===== src/rtl/uart_reg_pkg.sv =====
package uart_reg_pkg;

    localparam int DATA_W  = 32;
    localparam int ERR_W   = 4;
    localparam int BYTE_W  = 8;
    localparam int RX_W    = BYTE_W + ERR_W;
    localparam int ILPR_W  = 8;
    localparam int IBRD_W  = 16;
    localparam int FBRD_W  = 6;
    localparam int LCR_W   = 8;
    localparam int CTRL_W  = 16;
    localparam int IFLS_W  = 6;
    localparam int IRQ_W   = 11;
    localparam int DMA_W   = 3;
    localparam int FLAG_W  = 8;
    localparam int ID_N    = 8;
    localparam int ID_IW   = $clog2(ID_N);

    localparam int IRQ_TX_BIT = 5;
    localparam int IRQ_RX_BIT = 4;

    localparam logic [CTRL_W-1:0] CTRL_RST = 16'h0300;
    localparam logic [IFLS_W-1:0] IFLS_RST = 6'h12;
    localparam logic [FLAG_W-1:0] FLAG_RST = 8'h90;

    typedef enum logic [3:0] {
        SEL_DATA, SEL_ESTAT, SEL_FLAG, SEL_LPDIV, SEL_IDIV, SEL_FDIV,
        SEL_LINE, SEL_CTRL, SEL_LEVEL, SEL_MASK, SEL_RAW, SEL_MSKD,
        SEL_ICLR, SEL_DMA, SEL_ID, SEL_NONE
    } reg_sel_e;

    typedef struct packed {
        logic [ILPR_W-1:0] lpdiv;
        logic [IBRD_W-1:0] idiv;
        logic [FBRD_W-1:0] fdiv;
        logic [LCR_W-1:0]  line;
        logic [CTRL_W-1:0] ctrl;
        logic [IFLS_W-1:0] level;
        logic [DMA_W-1:0]  dma;
    } cfg_t;

    function automatic logic [BYTE_W-1:0] id_byte(input logic alt, input logic [ID_IW-1:0] idx);
        logic [BYTE_W-1:0] b;
        case (idx)
            3'd0: b = 8'h11;
            3'd1: b = alt ? 8'h00 : 8'h10;
            3'd2: b = alt ? 8'h18 : 8'h14;
            3'd3: b = alt ? 8'h01 : 8'h00;
            3'd4: b = 8'h0D;
            3'd5: b = 8'hF0;
            3'd6: b = 8'h05;
            default: b = 8'hB1;
        endcase
        return b;
    endfunction

endpackage


===== src/rtl/uart_reg_decode.sv =====
module uart_reg_decode
    import uart_reg_pkg::*;
#(
    parameter int ADDR_W = 12
) (
    input  logic [ADDR_W-1:0] addr,
    output reg_sel_e          sel,
    output logic [ID_IW-1:0]  id_idx
);
    localparam int WORD_W = ADDR_W - 2;
    localparam logic [WORD_W-1:0] ID_BASE = WORD_W'((1 << WORD_W) - ID_N);

    logic [WORD_W-1:0] word;

    assign word   = addr[ADDR_W-1:2];
    assign id_idx = word[ID_IW-1:0];

    always_comb begin
        sel = SEL_NONE;
        if (word >= ID_BASE) begin
            sel = SEL_ID;
        end else begin
            case (word)
                WORD_W'(0):  sel = SEL_DATA;
                WORD_W'(1):  sel = SEL_ESTAT;
                WORD_W'(6):  sel = SEL_FLAG;
                WORD_W'(8):  sel = SEL_LPDIV;
                WORD_W'(9):  sel = SEL_IDIV;
                WORD_W'(10): sel = SEL_FDIV;
                WORD_W'(11): sel = SEL_LINE;
                WORD_W'(12): sel = SEL_CTRL;
                WORD_W'(13): sel = SEL_LEVEL;
                WORD_W'(14): sel = SEL_MASK;
                WORD_W'(15): sel = SEL_RAW;
                WORD_W'(16): sel = SEL_MSKD;
                WORD_W'(17): sel = SEL_ICLR;
                WORD_W'(18): sel = SEL_DMA;
                default:     sel = SEL_NONE;
            endcase
        end
    end
endmodule


===== src/rtl/uart_irq_core.sv =====
module uart_irq_core #(
    parameter int W = 11
) (
    input  logic         clk,
    input  logic         rst,
    input  logic [W-1:0] set_vec,
    input  logic         clr_en,
    input  logic [W-1:0] clr_vec,
    input  logic         mask_we,
    input  logic [W-1:0] mask_in,
    output logic [W-1:0] raw,
    output logic [W-1:0] mask,
    output logic         irq
);
    logic [W-1:0] raw_n;

    always_comb begin
        raw_n = raw;
        if (clr_en) raw_n = raw_n & ~clr_vec;
        raw_n = raw_n | set_vec;
    end

    always_ff @(posedge clk) begin
        if (rst) begin
            raw  <= '0;
            mask <= '0;
            irq  <= 1'b0;
        end else begin
            raw <= raw_n;
            if (mask_we) mask <= mask_in;
            irq <= |(raw & mask);
        end
    end
endmodule


===== src/rtl/uart_id_rom.sv =====
module uart_id_rom
    import uart_reg_pkg::*;
#(
    parameter int ID_ALT = 0
) (
    input  logic [ID_IW-1:0]  idx,
    output logic [BYTE_W-1:0] data
);
    generate
        if (ID_ALT != 0) begin : g_alt
            assign data = id_byte(1'b1, idx);
        end else begin : g_std
            assign data = id_byte(1'b0, idx);
        end
    endgenerate
endmodule


===== src/rtl/uart_regblock.sv =====
module uart_regblock
    import uart_reg_pkg::*;
#(
    parameter int ID_ALT = 0,
    parameter int ADDR_W = 12
) (
    input  logic              clk,
    input  logic              rst,
    input  logic [ADDR_W-1:0] bus_addr,
    input  logic              bus_wr,
    input  logic              bus_rd,
    input  logic [DATA_W-1:0] bus_wdata,
    output logic [DATA_W-1:0] bus_rdata,
    output logic              tx_strobe,
    output logic [BYTE_W-1:0] tx_byte,
    input  logic [RX_W-1:0]   rx_data,
    output logic              rx_pop,
    input  logic              rx_irq_set,
    input  logic              tx_empty,
    input  logic              tx_full,
    input  logic              rx_empty,
    input  logic              rx_full,
    output logic              irq
);
    reg_sel_e          sel;
    logic [ID_IW-1:0]  id_idx;
    logic [BYTE_W-1:0] id_data;
    cfg_t              cfg_q;
    logic [ERR_W-1:0]  estat_q;
    logic [FLAG_W-1:0] flags_q;
    logic [IRQ_W-1:0]  raw_q;
    logic [IRQ_W-1:0]  mask_q;
    logic [IRQ_W-1:0]  set_vec;
    logic              wr_data;

    uart_reg_decode #(.ADDR_W(ADDR_W)) u_dec (
        .addr   (bus_addr),
        .sel    (sel),
        .id_idx (id_idx)
    );

    uart_id_rom #(.ID_ALT(ID_ALT)) u_id (
        .idx  (id_idx),
        .data (id_data)
    );

    assign wr_data = bus_wr && (sel == SEL_DATA);

    always_comb begin
        set_vec = '0;
        set_vec[IRQ_TX_BIT] = wr_data;
        set_vec[IRQ_RX_BIT] = rx_irq_set;
    end

    uart_irq_core #(.W(IRQ_W)) u_irq (
        .clk     (clk),
        .rst     (rst),
        .set_vec (set_vec),
        .clr_en  (bus_wr && (sel == SEL_ICLR)),
        .clr_vec (bus_wdata[IRQ_W-1:0]),
        .mask_we (bus_wr && (sel == SEL_MASK)),
        .mask_in (bus_wdata[IRQ_W-1:0]),
        .raw     (raw_q),
        .mask    (mask_q),
        .irq     (irq)
    );

    always_ff @(posedge clk) begin
        if (rst) begin
            cfg_q       <= '0;
            cfg_q.ctrl  <= CTRL_RST;
            cfg_q.level <= IFLS_RST;
            estat_q     <= '0;
            flags_q     <= FLAG_RST;
            tx_strobe   <= 1'b0;
            tx_byte     <= '0;
        end else begin
            flags_q   <= {tx_empty, rx_full, tx_full, rx_empty, 4'b0000};
            tx_strobe <= wr_data;
            if (wr_data) tx_byte <= bus_wdata[BYTE_W-1:0];
            if (rx_pop) estat_q <= rx_data[RX_W-1:BYTE_W];
            if (bus_wr) begin
                case (sel)
                    SEL_ESTAT: estat_q     <= '0;
                    SEL_LPDIV: cfg_q.lpdiv <= bus_wdata[ILPR_W-1:0];
                    SEL_IDIV:  cfg_q.idiv  <= bus_wdata[IBRD_W-1:0];
                    SEL_FDIV:  cfg_q.fdiv  <= bus_wdata[FBRD_W-1:0];
                    SEL_LINE:  cfg_q.line  <= bus_wdata[LCR_W-1:0];
                    SEL_CTRL:  cfg_q.ctrl  <= bus_wdata[CTRL_W-1:0];
                    SEL_LEVEL: cfg_q.level <= bus_wdata[IFLS_W-1:0];
                    SEL_DMA:   cfg_q.dma   <= bus_wdata[DMA_W-1:0];
                    default: ;
                endcase
            end
        end
    end

    assign rx_pop = bus_rd && (sel == SEL_DATA);

    always_comb begin
        case (sel)
            SEL_DATA:  bus_rdata = DATA_W'(rx_data);
            SEL_ESTAT: bus_rdata = DATA_W'(estat_q);
            SEL_FLAG:  bus_rdata = DATA_W'(flags_q);
            SEL_LPDIV: bus_rdata = DATA_W'(cfg_q.lpdiv);
            SEL_IDIV:  bus_rdata = DATA_W'(cfg_q.idiv);
            SEL_FDIV:  bus_rdata = DATA_W'(cfg_q.fdiv);
            SEL_LINE:  bus_rdata = DATA_W'(cfg_q.line);
            SEL_CTRL:  bus_rdata = DATA_W'(cfg_q.ctrl);
            SEL_LEVEL: bus_rdata = DATA_W'(cfg_q.level);
            SEL_MASK:  bus_rdata = DATA_W'(mask_q);
            SEL_RAW:   bus_rdata = DATA_W'(raw_q);
            SEL_MSKD:  bus_rdata = DATA_W'(raw_q & mask_q);
            SEL_DMA:   bus_rdata = DATA_W'(cfg_q.dma);
            SEL_ID:    bus_rdata = DATA_W'(id_data);
            default:   bus_rdata = '0;
        endcase
    end
endmodule


===== config.mk =====
export PLATFORM = sky130hd
export DESIGN_NAME = uart_regblock
export DESIGN_NICKNAME = d
export VERILOG_FILES = /design/src/rtl/uart_reg_pkg.sv /design/src/rtl/uart_reg_decode.sv /design/src/rtl/uart_irq_core.sv /design/src/rtl/uart_id_rom.sv /design/src/rtl/uart_regblock.sv
export SDC_FILE = /design/constraint.sdc
export NUM_CORES = 1
export LEC_CHECK = 0
export CAP_MARGIN = 20
export CORE_ASPECT_RATIO = 0.8
export CORE_MARGIN = 2
export CORE_UTILIZATION = 50
export CTS_CLUSTER_DIAMETER = 40
export CTS_CLUSTER_SIZE = 20
export DETAILED_ROUTE_END_ITERATION = 16
export DONT_BUFFER_PORTS = 1
export PLACE_DENSITY = 0.66
export SLEW_MARGIN = 20
export SYNTH_ARGS = -nofsm -noshare
export SYNTH_HDL_FRONTEND = slang
export SYNTH_HIERARCHICAL = 1
export SYNTH_SLANG_ARGS = --single-unit

===== constraint.sdc =====
create_clock -name clk -period 3.85 [get_ports clk]
set_input_delay 0.385 -clock clk [delete_from_list [all_inputs] [get_ports clk]]
set_output_delay 0.385 -clock clk [all_outputs]
set_load 0.01 [all_outputs]

==> metrics <==
Slew HR 0.547; Net Sw Power about 0.49 mW; DR iter-0 viols 471; grt peak-use layer met2; number of synthesized flops with an enable pin 0; Final period util 0.850; Leak between 2 and 2.5 nW; multi-input logic area around 2900 um^2; Vias about 4.6k; Post-synth ARST share 0; flop2flop setup slack between 2 and 3 ns; Post-Syn Area 5230 um^2; CTS Sinks around 100; final-stage net count approximately 700; starting density of the core 0.513; Tmin final between 3 and 4 ns; setup TNS 0 ns; sequential cell area 2060 um^2; CP Launch Point bus_addr[9]; Max Fclk between 0.3 and 0.4 GHz; Longest Clk Path Bufs 2; Buf/Inv on CP 0; PortBufs 0; Layout area overhead 6.31%; final design utilization 0.545; critical path class input pin to primary output; Die W around 120 um; sequential area share after synthesis 0.394; Ys Warns 6; power share of the clock group 0.446; Final Cell Area roughly 5600 um^2; final wirelength around 15000 um; Final Non-Filler Cells ~770; Setup crit end bus_rdata[5]; area share of the largest cell type after synthesis 0.394; hold_buf cts 0; # DRC 0; met2 usage 0.416; worst slew pin tran roughly 0.68 ns; Synth Area per Inst ~8 um^2; Power Internal between 1.5 and 2 mW; Crit Path Max Fanout 17; Reg-to-Reg End u_irq/irq; Synth cell types 54; ys flop type dfxtp_1; total track usage 0.271; Vias/cell ~6; Comb pwr share 0.030; fillers between 900 and 1k; CP max-delay cell or4_1; post-synth top area cell dfxtp_1; switch share 0.235; hold crit path type input pin to flip-flop; PwrDens roughly 370 nW/um^2; VDD IR-drop max between 0.2 and 0.25 mV; Detail Route Antenna Nets 0; CORE AREA ~10000 um^2; postcts setup bufs 0; CTS H-Tree Depth 3; Clock transition at path regs 0.07 ns; worst path required time between 3 and 4 ns; Worst Reg-to-Reg Cells 3; grt total ovfl 0; routability cong. slightly below 1; row cnt 33; Worst path depth 7; largest net degree at the start of global routing 101; hold slack between 0.09 and 0.1 ns; final setup violation count 0; outcome completed; post-DP HPWL 10600 um; Die Area 11300 um^2; top cells by area, synth dfxtp_1, mux2i_1, nand2_1; FF+latch count, synth between 100 and 150; cell mode on critical path nand2_1; DIE HEIGHT roughly 96 um; met1 usage 0.362; Reg power frac 0.523; crit path capture type primary output; crit path cell chain or4_4 -> nor2_4 -> nand2_1 -> and2b_1 -> nand2_1 -> o221ai_1 -> or4_1; clk root buf clkbuf_16; I/O Pins 108; CP arrival between 2 and 3 ns; clk_skew roughly 0.0040 ns; final hold vios 0; TritonCTS clock tree built; wire length of the first global-routing pass roughly 23000 um; Slew Viols, Final 0; drt first pass iters 5; CTS resizes 0; routed wire length per instance a little under 20 um; initial antenna violation count 0; Worst path max stage delay 0.62 ns; worst skew pair latency approximately 0.36 ns; number of CTS-inserted buffers 9; origin of the critical flop-to-flop path u_irq/raw[0]; CP top delay family simple AND/OR/NAND/NOR gates; dpl cell area roughly 5300 um^2; type of origin of the critical path input pin; Cells after Synth between 600 and 700; layout cells sized above 1 0.0860; setup repair after global routing missed its margin false; met3 global-route usage 0.0760; vias in the first global route approximately 4.3k; placed cell count 752; max-cap viol count 0; diode count 0
-- worst register-to-register path, delay by kind of cell, from the launching register on --
kind	cells	cell delay, ns
compound gates	3	0.59
flops	1	0.38
-- power by group through the flow --
stage / registers [mW] / logic (mW) / clock network [mW]
global placement: 1.11 / 0.0586 / 0
floorplan: 1.10 / 0.0870 / 0
global route: 1.09 / 0.0702 / 0.973
CTS: 1.08 / 0.0613 / 0.930
detailed placement: 1.11 / 0.0610 / 0
finish: 1.08 / 0.0625 / 0.925
-- how the worst min path moves through the flow --
stage | depth (start not counted) | slack (ns) | to | startpoint
global placement | 2 | 0.44 | cfg_q[43] | cfg_q[43]
global route | 1 | 0.08 | cfg_q[26] | rst
CTS | 1 | 0.09 | cfg_q[22] | rst
detailed placement | 2 | 0.44 | cfg_q[9] | cfg_q[9]
floorplan | 1 | 0.43 | cfg_q[4] | cfg_q[4]
finish | 1 | 0.1 | u_irq/raw[6] | rst
-- cells in the final DEF (no fill, tap or decap), drive strengths merged, types with 2 or more instances in the layout --
master / Yosys / final
nand2b: 15 / 15
o221ai: 4 / 4
mux2i: 51 / 51
nor3: 5 / 5
inv: 12 / 13
dfxtp: 103 / 103
a32oi: 12 / 12
a32o: 5 / 5
a31oi: 6 / 6
a22o: 9 / 9
o211ai: 5 / 5
nor2: 83 / 83
ha: 4 / 4
a21oi: 57 / 57
or2: 3 / 3
clkbuf: 23 / 11
a22oi: 17 / 17
nand3: 9 / 9
nor2b: 9 / 9
and2: 5 / 5
a2bb2oi: 3 / 3
or4: 2 / 2
clkinv: 0 / 4
o21ai: 16 / 16
a221oi: 2 / 2
and3: 6 / 6
nand3b: 5 / 5
buf: 44 / 15
conb: 2 / 26
mux2: 6 / 6
o22a: 3 / 3
nand2: 99 / 99
a211o: 2 / 2
-- cell type report --
class / instances / area share
Sequential cell: 103 / 0.371
Timing Repair Buffer: 15 / 0.0202
Inverter: 12 / 0.00810
Multi-Input combinational cell: 482 / 0.515
Clock inverter: 5 / 0.00922
Tap cell: 140 / 0.0315
Clock buffer: 11 / 0.0454
-- logic make-up after synthesis --
kind of cell	count (synthesis)	synth area share
buf+inv	79	0.0787
simple gates	247	0.215
mux	57	0.110
compound gates	148	0.191
fa+ha+maj	4	0.00957
other cells	2	0.00144
flops	103	0.394
-- sequential cells by signal (all words and copies together) (netlist names) --
register	flops
u_irq/irq	1
estat_q	4
u_irq/mask	11
tx_strobe	1
cfg_q	63
tx_byte	8
flags_q	4
u_irq/raw	11
-- per-layer routing --
| metal | part of all wire | vias to the layer above | wire length [um] |
|---|---|---|---|
| met2 | 0.45 | 219 | 6750 |
| met4 | 0.022 | 0 | 338 |
| li1 | - | 2155 | - |
| met3 | 0.099 | 28 | 1490 |
| met1 | 0.43 | 2148 | 6500 |
| met5 | 0 | - | 0 |
-- cells in the mapped netlist, types with 9 or more instances --
cell type / count
dfxtp_1: 103
nand2_1: 97
nor2_1: 81
a21oi_1: 57
mux2i_1: 51
buf_4: 24
clkbuf_1: 23
buf_2: 20
a22oi_1: 17
o21ai_0: 16
nand2b_1: 15
a32oi_1: 12
inv_1: 11
nand3_1: 9
-- per-stage QoR --
step,worst slack [ns],power (mW)
6_report,0.577,2.07
5_1_grt,0.359,2.13
4_1_cts,0.590,2.08
3_5_place_dp,0.592,1.17
3_3_place_gp,0.590,1.17
2_1_floorplan,1.07,1.19
Note: power is estimated with default switching activity, not from simulation.
